$ cat config.mk
export PLATFORM = sky130hd
export DESIGN_NAME = nib_port
export DESIGN_NICKNAME = d
export VERILOG_FILES = /design/src/rtl/nib_port_pkg.sv /design/src/rtl/nib_port_opsel.sv /design/src/rtl/nib_port_latch.sv /design/src/rtl/nib_port_bitsel.sv /design/src/rtl/nib_port.sv
export SDC_FILE = /design/constraint.sdc
export NUM_CORES = 1
export LEC_CHECK = 0
export BUFFER_PORTS_ARGS = -buffer_cell sky130_fd_sc_hd__buf_4
export CAP_MARGIN = 40
export CORE_AREA = 2 2 39 41
export CTS_CLUSTER_SIZE = 20
export DETAILED_ROUTE_END_ITERATION = 10
export DIE_AREA = 0 0 41 43
export PLACE_DENSITY = 0.63
export SKIP_CTS_REPAIR_TIMING = 1
export SLEW_MARGIN = 40
export SYNTH_ARGS = -nofsm -noshare
export SYNTH_HDL_FRONTEND = slang
export SYNTH_SLANG_ARGS = --single-unit
$ cat constraint.sdc
create_clock -name clk -period 2.74 [get_ports clk]
set_input_delay 0.548 -clock clk [delete_from_list [all_inputs] [get_ports clk]]
set_output_delay 0.548 -clock clk [all_outputs]
set_load 0.01 [all_outputs]
$ cat src/rtl/nib_port_pkg.sv
package nib_port_pkg;

    typedef enum logic [1:0] {
        OP_NONE = 2'd0,
        OP_WR   = 2'd1,
        OP_SET  = 2'd2,
        OP_CLR  = 2'd3
    } port_op_e;

endpackage

$ cat src/rtl/nib_port_opsel.sv
// Collapses the three strobes into one operation, priority write > set > clear.
module nib_port_opsel
    import nib_port_pkg::*;
(
    input  logic     wr_en_i,
    input  logic     set_en_i,
    input  logic     clr_en_i,
    output port_op_e op_o
);

    always_comb begin
        if (wr_en_i) begin
            op_o = OP_WR;
        end else if (set_en_i) begin
            op_o = OP_SET;
        end else if (clr_en_i) begin
            op_o = OP_CLR;
        end else begin
            op_o = OP_NONE;
        end
    end

endmodule

$ cat src/rtl/nib_port_latch.sv
// Output latch: the next value is built in one struct, then registered.
module nib_port_latch
    import nib_port_pkg::*;
#(
    parameter int WIDTH = 4,
    localparam int IDX_W = (WIDTH > 1) ? $clog2(WIDTH) : 1
) (
    input  logic             clk,
    input  logic             rst_n,
    input  logic             rst_level_i,
    input  port_op_e         op_i,
    input  logic [WIDTH-1:0] wr_data_i,
    input  logic [IDX_W-1:0] bit_idx_i,
    output logic [WIDTH-1:0] lat_o
);

    typedef struct packed {
        logic [WIDTH-1:0] lat;
    } lat_state_t;

    lat_state_t st_d;
    lat_state_t st_q;

    always_comb begin
        st_d = st_q;
        if (!rst_n) begin
            st_d.lat = {WIDTH{rst_level_i}};
        end else begin
            case (op_i)
                OP_WR:   st_d.lat = wr_data_i;
                OP_SET:  st_d.lat[bit_idx_i] = 1'b1;
                OP_CLR:  st_d.lat[bit_idx_i] = 1'b0;
                default: st_d = st_q;
            endcase
        end
    end

    always_ff @(posedge clk) begin
        st_q <= st_d;
    end

    assign lat_o = st_q.lat;

endmodule

$ cat src/rtl/nib_port_bitsel.sv
// Selects one resolved pin level and applies the branch polarity.
module nib_port_bitsel #(
    parameter int WIDTH = 4,
    localparam int IDX_W = (WIDTH > 1) ? $clog2(WIDTH) : 1
) (
    input  logic [WIDTH-1:0] pin_i,
    input  logic [IDX_W-1:0] bit_idx_i,
    input  logic             br_on_low_i,
    output logic             hit_o
);

    logic [WIDTH-1:0] sel_onehot;
    logic             sel_level;

    for (genvar g = 0; g < WIDTH; g++) begin : g_sel
        assign sel_onehot[g] = (bit_idx_i == IDX_W'(g)) & pin_i[g];
    end

    assign sel_level = |sel_onehot;
    assign hit_o     = sel_level ^ br_on_low_i;

endmodule

$ cat src/rtl/nib_port.sv
module nib_port
    import nib_port_pkg::*;
#(
    parameter int WIDTH = 4,
    localparam int IDX_W = (WIDTH > 1) ? $clog2(WIDTH) : 1
) (
    input  logic             clk,
    input  logic             rst_n,
    input  logic             rst_level_i,
    input  logic             wr_en_i,
    input  logic [WIDTH-1:0] wr_data_i,
    input  logic             set_en_i,
    input  logic             clr_en_i,
    input  logic [IDX_W-1:0] bit_idx_i,
    input  logic             br_on_low_i,
    input  logic [WIDTH-1:0] pin_i,
    output logic [WIDTH-1:0] drive_low_o,
    output logic [WIDTH-1:0] rd_data_o,
    output logic             bit_hit_o
);

    port_op_e         op;
    logic [WIDTH-1:0] lat;

    nib_port_opsel u_opsel (
        .wr_en_i  (wr_en_i),
        .set_en_i (set_en_i),
        .clr_en_i (clr_en_i),
        .op_o     (op)
    );

    nib_port_latch #(.WIDTH(WIDTH)) u_latch (
        .clk         (clk),
        .rst_n       (rst_n),
        .rst_level_i (rst_level_i),
        .op_i        (op),
        .wr_data_i   (wr_data_i),
        .bit_idx_i   (bit_idx_i),
        .lat_o       (lat)
    );

    // Open drain: a latch 0 turns the pull-down on, a latch 1 releases the pin.
    for (genvar g = 0; g < WIDTH; g++) begin : g_drv
        assign drive_low_o[g] = ~lat[g];
    end

    assign rd_data_o = pin_i;

    nib_port_bitsel #(.WIDTH(WIDTH)) u_bitsel (
        .pin_i       (pin_i),
        .bit_idx_i   (bit_idx_i),
        .br_on_low_i (br_on_low_i),
        .hit_o       (bit_hit_o)
    );

endmodule

# Word level (Yosys, flattened, before mapping)
# Index checks and enable logic that the tools add are counted.
# Widths: inputs -> output; s select.
# word_totals
output_inout_bits,9
in_bits,17
latch_bits,0
ff_bits,4
word_cells,32
n_memories,0
ram_bits,0
rom_bits,0
# classes
n_eq_ne,7
order_cmp,2
bitwise_logic,12
n_reduce_logical,3
shifts,0
div,0
n_mux,7
addsub,0
multipliers,0
# op_table
operator,n
$pmux 4 s3,1
$eq 2x2->1 const B,4
$mux 2,3
$and 1x1->1,4
$and 4x4->4,1
$eq 2x1->1 const B,2
$mux 4,1
$ne 4x1->1 const B,1
$not 1->1,4
$not 4->4,1
$or 4x4->4,1
$reduce_or 4->1,1
$lt 2x3->1 const B,1
$demux 1 s2,1
$ge 2x1->1 const B,1
$logic_not 2->1,1
$logic_and 1x1->1,1
$mux 1,1
$xor 1x1->1,1

# Longest topological paths before layout
# Gate-level depths: netlist of the first run.
# depth
ltp_word,8
mapped_depth,3
depth_no_buf,3

# Cells and area by module
# From an unflattened synthesis of the first run, not the netlist that was laid out.
# unflattened
hier_cells,46
hier_area_um2,389.1
# by_module_without_submodules
module,instances,area_each_um2,cells_each
nib_port_latch,1,294.0,32
nib_port,1,45.0,8
nib_port_bitsel,1,31.3,2
nib_port_opsel,1,18.8,4

# Least setup slack after synthesis of the first run
# Ideal clock, no wire load.
# synth_timing
path_type,input to output
from,input bit_idx_i[0]
to,output bit_hit_o
n_path_buf,0
path_stages,2
arrival_time_ns,1.259
path_slack_ns,0.933
path_cell_list,mux4_2 -> xor2_1
# synth_between
elab_chain_len,4
word_cells_on_any_way,10
cone_classes,3 x eq/ne; 5 x bitwise; 2 x reduce/logical
# synth_rtl
element,line,text
from (decl),nib_port.sv:14,"input logic [IDX_W-1:0] bit_idx_i,"
$eq 2x1->1 (tied with other cells),nib_port_bitsel.sv:16,assign sel_onehot[g] = (bit_idx_i == IDX_W'(g)) & pin_i[g];
$and 1x1->1,nib_port_bitsel.sv:16,
$reduce_or 4->1 (*),nib_port_bitsel.sv:19,assign sel_level = |sel_onehot;
$xor 1x1->1 (*),nib_port_bitsel.sv:20,assign hit_o = sel_level ^ br_on_low_i;
to (decl),nib_port.sv:19,output logic bit_hit_o
# Every way passes the cells marked *; elsewhere a longest branch is shown, timed or not.

# Worst setup path after layout of the first run
# Ends and elaborated chain as after synthesis.

==> impl_metrics.xml, run 1 <==
<?xml version="1.0" encoding="UTF-8"?>
<metrics>
  <group name="pwr">
    <metric name="power_frac_comb" unit="%">31.8</metric>
    <metric name="power_density" unit="nW/um2">416</metric>
    <metric name="seqPwrFrac" unit="%">35.5</metric>
    <metric name="clock_power_share" unit="%">32.7</metric>
    <metric name="vdd_ir_drop_max" unit="mV">0.116</metric>
    <metric name="static-leakage-power" unit="nW">0.261</metric>
    <metric name="power.switching_fraction" unit="%">25.4</metric>
    <metric name="switching_power" unit="mW">0.0568</metric>
    <metric name="power.internal" unit="mW">0.167</metric>
    <metric name="finalPower" unit="mW">0.223</metric>
  </group>
  <group name="timing">
    <metric name="finalCritPeriodShare" unit="%">72.8</metric>
    <metric name="timing.clock.skew" unit="ps">0</metric>
    <metric name="final_hold_viol_count" unit="">0</metric>
    <metric name="period_needed" unit="ps">1990</metric>
    <metric name="rsz0062_at_grt" unit="">no</metric>
    <metric name="max_freq" unit="MHz">501</metric>
    <metric name="slew_viol_final" unit="">0</metric>
    <metric name="maxSlewHeadroom" unit="%">82.0</metric>
    <metric name="worst-slew-pin-transition" unit="ps">270</metric>
    <metric name="setup_viol_count_final" unit="">0</metric>
    <metric name="post_route_setup_tns" unit="ps">0</metric>
  </group>
  <group name="detailed_routing">
    <metric name="wl_met2" unit="um">443</metric>
    <metric name="postRouteWirelength" unit="um">790</metric>
    <metric name="route.detailed.drc" unit="">0</metric>
    <metric name="ant_nets" unit="">0</metric>
    <metric name="routed_wire_length_per_instance" unit="um">10.4</metric>
    <metric name="top_layer" unit="">met3</metric>
    <metric name="drtPass1Iterations" unit="">4</metric>
    <metric name="m1WireLength" unit="um">236</metric>
    <metric name="drt_iter0_markers" unit="">5</metric>
    <metric name="drt-vias-per-instance" unit="">4.51</metric>
    <metric name="wl_met3" unit="um">110</metric>
    <metric name="vias" unit="">343</metric>
  </group>
  <group name="finish">
    <metric name="antenna-diode-count" unit="">0</metric>
    <metric name="largest_reg_flops" unit="">4</metric>
    <metric name="syn_to_final_growth" unit="%">59.5</metric>
    <metric name="layout.cells.most_common" unit="">sky130_fd_sc_hd__buf_4</metric>
    <metric name="finalNonFillerCells" unit="">76</metric>
    <metric name="layout_cells_sized_above_1" unit="%">48.3</metric>
    <metric name="seqCellArea" unit="um2">120</metric>
    <metric name="most_used_cells_in_the_layout_excluding_fill_and_tap_cells" unit="">25 x sky130_fd_sc_hd__buf_4, 5 x sky130_fd_sc_hd__inv_1</metric>
    <metric name="finish.instance_area" unit="um2">537</metric>
    <metric name="fillerInstances" unit="">150</metric>
    <metric name="multi_input_area" unit="um2">168</metric>
    <metric name="finalNetCount" unit="">79</metric>
  </group>
  <group name="cts">
    <metric name="clock-root-buffer" unit="">sky130_fd_sc_hd__clkbuf_4</metric>
    <metric name="cts_buffers" unit="">3</metric>
    <metric name="cts.reportedPaths.clkPinSlew" unit="ps">40</metric>
    <metric name="clockBufferDepth" unit="">2</metric>
    <metric name="clk-insertion-delay-late" unit="ps">230</metric>
    <metric name="numClockSinks" unit="">4</metric>
    <metric name="cts_tree" unit="">done</metric>
    <metric name="cts_max_level" unit="">1</metric>
  </group>
  <group name="worst_hold_path">
    <metric name="min_path_type" unit="">input pin to flip-flop</metric>
  </group>
  <group name="worst_setup_path">
    <metric name="critical_path_capture_point_type" unit="">output pin</metric>
    <metric name="critical_path.cell_chain" unit="">buf_4 &gt; mux4_2 &gt; xor2_1 &gt; buf_4</metric>
    <metric name="worst-endpoint-required" unit="ps">2190</metric>
    <metric name="cp_common_cell" unit="">sky130_fd_sc_hd__buf_4</metric>
    <metric name="startpoint_type" unit="">input pin</metric>
    <metric name="critPathMaxStageDelay" unit="ps">500</metric>
    <metric name="timing_worst_setup_path_type" unit="">input pin to output pin</metric>
    <metric name="worst_path_max_delay_cell" unit="">sky130_fd_sc_hd__mux4_2</metric>
    <metric name="critical_path_arrival" unit="ps">1450</metric>
    <metric name="crit_path_max_fanout" unit="">5</metric>
  </group>
  <group name="flow_run">
    <metric name="max-cap-violations" unit="">0</metric>
  </group>
  <group name="die">
    <metric name="initial_utilization" unit="%">24.3</metric>
    <metric name="die_w" unit="um">41</metric>
    <metric name="io_pins" unit="">26</metric>
    <metric name="std_cell_rows" unit="">14</metric>
    <metric name="die_outline_height" unit="um">43</metric>
    <metric name="floorplan.die_area" unit="um2">1760</metric>
    <metric name="design.core.area" unit="um2">1380</metric>
  </group>
  <group name="placement">
    <metric name="place_inst" unit="">73</metric>
    <metric name="post_place_cell_area" unit="um2">514</metric>
    <metric name="place.port_buffers" unit="">25</metric>
    <metric name="dpl.hpwl" unit="um">661</metric>
    <metric name="gp_routability_congestion" unit="">0.611</metric>
  </group>
  <group name="logic_synthesis">
    <metric name="synth_fa_ha_area_share" unit="%">0</metric>
    <metric name="instance_count_of_the_mapped_netlist" unit="">36</metric>
    <metric name="ys_seq_area_share" unit="%">35.7</metric>
    <metric name="synth_compound_area_share" unit="%">15.6</metric>
    <metric name="synth.mux.area_fraction" unit="%">18.6</metric>
    <metric name="ys_ff_latch" unit="">4</metric>
    <metric name="synth_top_cell_by_area" unit="">sky130_fd_sc_hd__edfxtp_1</metric>
    <metric name="synth_top_area_share" unit="%">35.7</metric>
    <metric name="synth_warnings" unit="">0</metric>
    <metric name="ys_top_cells_by_area" unit="">sky130_fd_sc_hd__edfxtp_1 36%, sky130_fd_sc_hd__mux2i_1 12%, sky130_fd_sc_hd__buf_4 8.9%</metric>
    <metric name="synth.lib_cells_used.distinct" unit="">15</metric>
    <metric name="post_synthesis_net_count" unit="">53</metric>
    <metric name="synth_top_family_by_area" unit="">multiplexers</metric>
    <metric name="mappedNetlistArea" unit="um2">337</metric>
    <metric name="post_synth_xor_area_fraction" unit="%">2.60</metric>
    <metric name="synth_area_per_cell" unit="um2">9.35</metric>
    <metric name="synth_simple_gate_area_share" unit="%">13.0</metric>
  </group>
  <group name="global_routing">
    <metric name="grt_usage" unit="%">10.7</metric>
    <metric name="grt_overflow_total" unit="">0</metric>
    <metric name="initial_antenna_violation_count" unit="">0</metric>
    <metric name="number_of_global_route_vias_before_repair" unit="">319</metric>
    <metric name="first_pass_grt_wire_length" unit="um">1190</metric>
    <metric name="largest_net_degree_at_the_start_of_global_routing" unit="">8</metric>
  </group>
  <group name="outcome">
    <metric name="status" unit="">completed</metric>
  </group>
</metrics>
-- cell usage after synthesis (all sizes together) --
master / n
nor2b: 2
nor2: 2
o21ai: 4
mux2i: 4
o21bai: 1
edfxtp: 4
nand3: 1
and2b: 1
inv: 5
nand2: 1
xor2: 1
a31oi: 4
buf: 4
nand3b: 1
mux4: 1
-- area by class of cell --
type | count | share of cell area [%]
Sequential cell | 4 | 22.4
Clock buffer | 3 | 4.20
Inverter | 5 | 3.50
Timing Repair Buffer | 25 | 35.0
Multi-Input combinational cell | 23 | 31.2
Tap cell | 16 | 3.73
-- critical path: cells and delay by family --
kind      cells  cell delay [ps]
buf+inv       2              250
mux           1              500
xor+xnor      1              150
-- power groups by stage --
| stage | Combinational (mW) | Sequential, mW | Clock, mW |
|---|---|---|---|
| 6_report | 0.0711 | 0.0792 | 0.0731 |
| 5_1_grt | 0.0800 | 0.0798 | 0.0824 |
| 4_1_cts | 0.0721 | 0.0795 | 0.0770 |
| 3_5_place_dp | 0.0718 | 0.0804 | 0 |
| 3_3_place_gp | 0.0708 | 0.0800 | 0 |
| 2_1_floorplan | 0.0333 | 0.0791 | 0 |
-- cells by family after synthesis --
logic type,count (synthesis)
compound gates,9
simple gates,8
mux,5
flops,4
buf+inv,9
xor+xnor,1
-- per-stage QoR --
| stage | utilization [%] | setup WS (ps) | hold slack (ps) |
|---|---|---|---|
| floorplan | - | 933 | 600 |
| global placement | 37.2 | 756 | 629 |
| detailed placement | 37.2 | 741 | 642 |
| CTS | 38.8 | 742 | 631 |
| global route | 38.8 | 690 | 644 |
| finish | 38.8 | 746 | 637 |
-- layer usage --
layer | global-route usage [%] | vias to the layer above
met3 | 3.14 | 0
met5 | 0 | -
met4 | 10.0 | 0
met1 | 10.1 | 147
li1 | - | 174
met2 | 16.9 | 22
-- final timing paths --
check	slack, ps	startpoint	cells after the start	to
max reg2reg	1840	u_latch.lat_o[2]	2	u_latch.lat_o[2]
min	640	wr_data_i[0]	3	u_latch.lat_o[0]
max	750	bit_idx_i[0]	4	bit_hit_o
min reg2reg	640	u_latch.lat_o[0]	2	u_latch.lat_o[0]
(Power assumes the default switching activity.)
==> run 2, diff against run 1 <==
--- a/config.mk
+++ b/config.mk
@@ -5,13 +5,14 @@
 export SDC_FILE = /design/constraint.sdc
 export NUM_CORES = 1
 export LEC_CHECK = 0
+export ABC_AREA = 1
 export BUFFER_PORTS_ARGS = -buffer_cell sky130_fd_sc_hd__buf_4
 export CAP_MARGIN = 40
 export CORE_AREA = 2 2 39 41
 export CTS_CLUSTER_SIZE = 20
 export DETAILED_ROUTE_END_ITERATION = 10
 export DIE_AREA = 0 0 41 43
-export PLACE_DENSITY = 0.63
+export PLACE_DENSITY = 0.73
 export SKIP_CTS_REPAIR_TIMING = 1
 export SLEW_MARGIN = 40
 export SYNTH_ARGS = -nofsm -noshare
==> constraint.sdc (replaced) <==
create_clock -name clk -period 1.8 [get_ports clk]
set_input_delay 0.36 -clock clk [delete_from_list [all_inputs] [get_ports clk]]
set_output_delay 0.36 -clock clk [all_outputs]
set_load 0.01 [all_outputs]
==> run 2 against run 1 <==
Against the previous run:
- power grew 57%
- register-to-register slack lost 1000 ps
- critical path depth grew 4
==> impl_metrics.xml, run 2 <==
<?xml version="1.0" encoding="UTF-8"?>
<metrics>
  <group name="die">
    <metric name="die_w" unit="um">41</metric>
    <metric name="initial_utilization" unit="%">30.6</metric>
    <metric name="floorplan.die_area" unit="um2">1760</metric>
    <metric name="io_pins" unit="">26</metric>
    <metric name="std_cell_rows" unit="">14</metric>
    <metric name="die_outline_height" unit="um">43</metric>
    <metric name="design.core.area" unit="um2">1380</metric>
  </group>
  <group name="finish">
    <metric name="most_used_cells_in_the_layout_excluding_fill_and_tap_cells" unit="">25 x sky130_fd_sc_hd__buf_4, 16 x sky130_fd_sc_hd__nand2_1, 11 x sky130_fd_sc_hd__inv_1, 10 x sky130_fd_sc_hd__nand3_1, 6 x sky130_fd_sc_hd__nor2_1</metric>
    <metric name="multi_input_area" unit="um2">201</metric>
    <metric name="finalNetCount" unit="">108</metric>
    <metric name="seqCellArea" unit="um2">120</metric>
    <metric name="layout.cells.most_common" unit="">sky130_fd_sc_hd__buf_4</metric>
    <metric name="layout_cells_sized_above_1" unit="%">36.0</metric>
    <metric name="antenna-diode-count" unit="">0</metric>
    <metric name="finalCoreUtilization" unit="%">43.4</metric>
    <metric name="syn_to_final_growth" unit="%">42.0</metric>
    <metric name="fillerInstances" unit="">150</metric>
    <metric name="largest_reg_flops" unit="">4</metric>
  </group>
  <group name="worst_setup_path">
    <metric name="timing_worst_setup_path_type" unit="">input pin to output pin</metric>
    <metric name="critical_path_capture_point_type" unit="">output pin</metric>
    <metric name="critical-path-top-delay-family" unit="">simple AND/OR/NAND/NOR gates</metric>
    <metric name="critPathMaxStageDelay" unit="ps">150</metric>
    <metric name="critical_path.cell_chain" unit="">buf_4 &gt; nor2_2 &gt; nand2_1 &gt; nand2_1 &gt; nor2_1 &gt; nand2_1 &gt; nand2_1 &gt; buf_4</metric>
    <metric name="worst-endpoint-required" unit="ps">1440</metric>
    <metric name="critical_path_arrival" unit="ps">1030</metric>
    <metric name="startpoint_type" unit="">input pin</metric>
    <metric name="crit_path_max_fanout" unit="">9</metric>
    <metric name="worst_path_max_delay_cell" unit="">sky130_fd_sc_hd__buf_4</metric>
    <metric name="cp_common_cell" unit="">sky130_fd_sc_hd__nand2_1</metric>
    <metric name="critical_path.n_buffers_inverters" unit="">2</metric>
  </group>
  <group name="logic_synthesis">
    <metric name="synth_top_cell_by_area" unit="">sky130_fd_sc_hd__edfxtp_1</metric>
    <metric name="synth.lib_cells_used.distinct" unit="">15</metric>
    <metric name="mappedNetlistArea" unit="um2">423</metric>
    <metric name="synth_most_common_cell" unit="">sky130_fd_sc_hd__nand2_1</metric>
    <metric name="synth_area_per_cell" unit="um2">6.31</metric>
    <metric name="synth_edf_count" unit="">4</metric>
    <metric name="post_synthesis_net_count" unit="">84</metric>
    <metric name="instance_count_of_the_mapped_netlist" unit="">67</metric>
    <metric name="synth_top_area_share" unit="%">28.4</metric>
    <metric name="ys_seq_area_share" unit="%">28.4</metric>
    <metric name="ys_top_cells_by_area" unit="">sky130_fd_sc_hd__edfxtp_1 28%, sky130_fd_sc_hd__nand2_1 14%, sky130_fd_sc_hd__nand3_1 12%</metric>
    <metric name="synth_warnings" unit="">0</metric>
    <metric name="synth_common_cells" unit="">16 x sky130_fd_sc_hd__nand2_1, 11 x sky130_fd_sc_hd__inv_1, 10 x sky130_fd_sc_hd__nand3_1</metric>
    <metric name="synth_flop_cell" unit="">sky130_fd_sc_hd__edfxtp_1</metric>
    <metric name="synth-async-reset-ratio" unit="%">0</metric>
    <metric name="ys_ff_latch" unit="">4</metric>
  </group>
  <group name="global_routing">
    <metric name="first_pass_grt_wire_length" unit="um">1300</metric>
    <metric name="largest_net_degree_at_the_start_of_global_routing" unit="">10</metric>
    <metric name="number_of_global_route_vias_before_repair" unit="">370</metric>
    <metric name="grt_usage" unit="%">11.3</metric>
    <metric name="initial_antenna_violation_count" unit="">0</metric>
    <metric name="grt_overflow_total" unit="">0</metric>
  </group>
  <group name="pwr">
    <metric name="vdd_ir_drop_max" unit="mV">0.216</metric>
    <metric name="static-leakage-power" unit="nW">0.338</metric>
    <metric name="power_density" unit="nW/um2">582</metric>
    <metric name="finalPower" unit="mW">0.350</metric>
  </group>
  <group name="timing">
    <metric name="period_needed" unit="ps">1390</metric>
    <metric name="finalCritPeriodShare" unit="%">77.2</metric>
    <metric name="worst-slew-pin-transition" unit="ps">215</metric>
    <metric name="worst_hold_slack" unit="ps">465</metric>
    <metric name="post_route_setup_tns" unit="ps">0</metric>
    <metric name="max_freq" unit="MHz">720</metric>
    <metric name="final_hold_viol_count" unit="">0</metric>
    <metric name="setup_viol_count_final" unit="">0</metric>
    <metric name="maxSlewHeadroom" unit="%">85.6</metric>
    <metric name="timing.clock.skew" unit="ps">0</metric>
    <metric name="slew_viol_final" unit="">0</metric>
    <metric name="rsz0062_at_grt" unit="">no</metric>
  </group>
  <group name="detailed_routing">
    <metric name="ant_nets" unit="">0</metric>
    <metric name="route.detailed.drc" unit="">0</metric>
    <metric name="drt-vias-per-instance" unit="">4.38</metric>
    <metric name="vias" unit="">460</metric>
    <metric name="drtPass1Iterations" unit="">4</metric>
    <metric name="drt_iter0_markers" unit="">10</metric>
    <metric name="postRouteWirelength" unit="um">931</metric>
    <metric name="routed_wire_length_per_instance" unit="um">8.87</metric>
  </group>
  <group name="worst_hold_path">
    <metric name="min_path_type" unit="">input pin to flip-flop</metric>
  </group>
  <group name="cts">
    <metric name="cts_buffers" unit="">3</metric>
    <metric name="clk-insertion-delay-late" unit="ps">230</metric>
    <metric name="numClockSinks" unit="">4</metric>
    <metric name="cts_max_level" unit="">1</metric>
    <metric name="clock-root-buffer" unit="">sky130_fd_sc_hd__clkbuf_4</metric>
    <metric name="cts.reportedPaths.clkPinSlew" unit="ps">40</metric>
    <metric name="cts_tree" unit="">done</metric>
    <metric name="clockBufferDepth" unit="">2</metric>
  </group>
  <group name="placement">
    <metric name="dpl.hpwl" unit="um">766</metric>
    <metric name="gp_routability_congestion" unit="">0.739</metric>
    <metric name="place.port_buffers" unit="">25</metric>
  </group>
  <group name="outcome">
    <metric name="status" unit="">completed</metric>
  </group>
  <group name="flow_run">
    <metric name="max-cap-violations" unit="">0</metric>
  </group>
</metrics>
run 2: cell count changes in the layout (fill, tap and decap cells not counted), sizes merged, moves of 2 or more:
cell,before,now
nor2b,2,0
mux2i,4,0
inv,5,13
nand3,1,10
nand2,1,16
a31oi,4,0
nor2,2,7
a21oi,0,5
run 2: per-layer routing:
metal / up-vias / wire [um] / GRT usage, %
met3: 0 / 114 / 4.71
met5: - / 0 / 0
met1: 184 / 360 / 11.5
met4: 0 / 0 / 6.00
met2: 22 / 456 / 18.4
li1: 254 / - / -
run 2: final timing paths:
kind / startpoint / endpoint / slack (ps) / cells after the start
max: bit_idx_i[1] / bit_hit_o / 410 / 8
min: rst_level_i / u_latch.lat_o[0] / 460 / 3
max reg2reg: u_latch.lat_o[3] / u_latch.lat_o[3] / 830 / 6
min reg2reg: u_latch.lat_o[2] / u_latch.lat_o[2] / 700 / 4
run 2: area by class of cell:
| cell class | instances | share of cell area [%] |
|---|---|---|
| Multi-Input combinational cell | 44 | 33.5 |
| Timing Repair Buffer | 25 | 31.3 |
| Sequential cell | 4 | 20.0 |
| Inverter | 13 | 8.12 |
| Clock buffer | 3 | 3.75 |
| Tap cell | 16 | 3.33 |
run 2: where the power goes:
| group | leakage (nW) | switching [mW] | internal [mW] | total [mW] |
|---|---|---|---|---|
| registers | 0.0428 | 0.00449 | 0.115 | 0.120 |
| clock network | 0.0138 | 0.0335 | 0.0744 | 0.108 |
| logic | 0.282 | 0.0601 | 0.0621 | 0.122 |
| total | 0.338 | 0.0981 | 0.252 | 0.350 |
run 2: stage by stage:
step	cell area, um2	setup WS [ps]	instances
after detailed placement	578	419	102
after CTS	601	416	105
after floorplan	423	586	67
final	601	410	105
after global routing	601	343	105
after global placement	578	433	102
run 2: kinds of logic (layout without fill, tap and decap cells):
logic type / after synthesis / in the layout / share of synthesized area (%)
AOI/OAI and AO/OA: 10 / 10 / 13.3
buffers and inverters: 19 / 41 / 24.0
DFF: 4 / 4 / 28.4
and+or+nand+nor: 34 / 34 / 34.3
run 2: worst register-to-register path: cells and delay by family, from the launching register on:
| family | cells | cell delay [ps] |
|---|---|---|
| buffers and inverters | 1 | 90 |
| AOI/OAI and AO/OA | 1 | 50 |
| and+or+nand+nor | 4 | 240 |
| DFF | 1 | 340 |
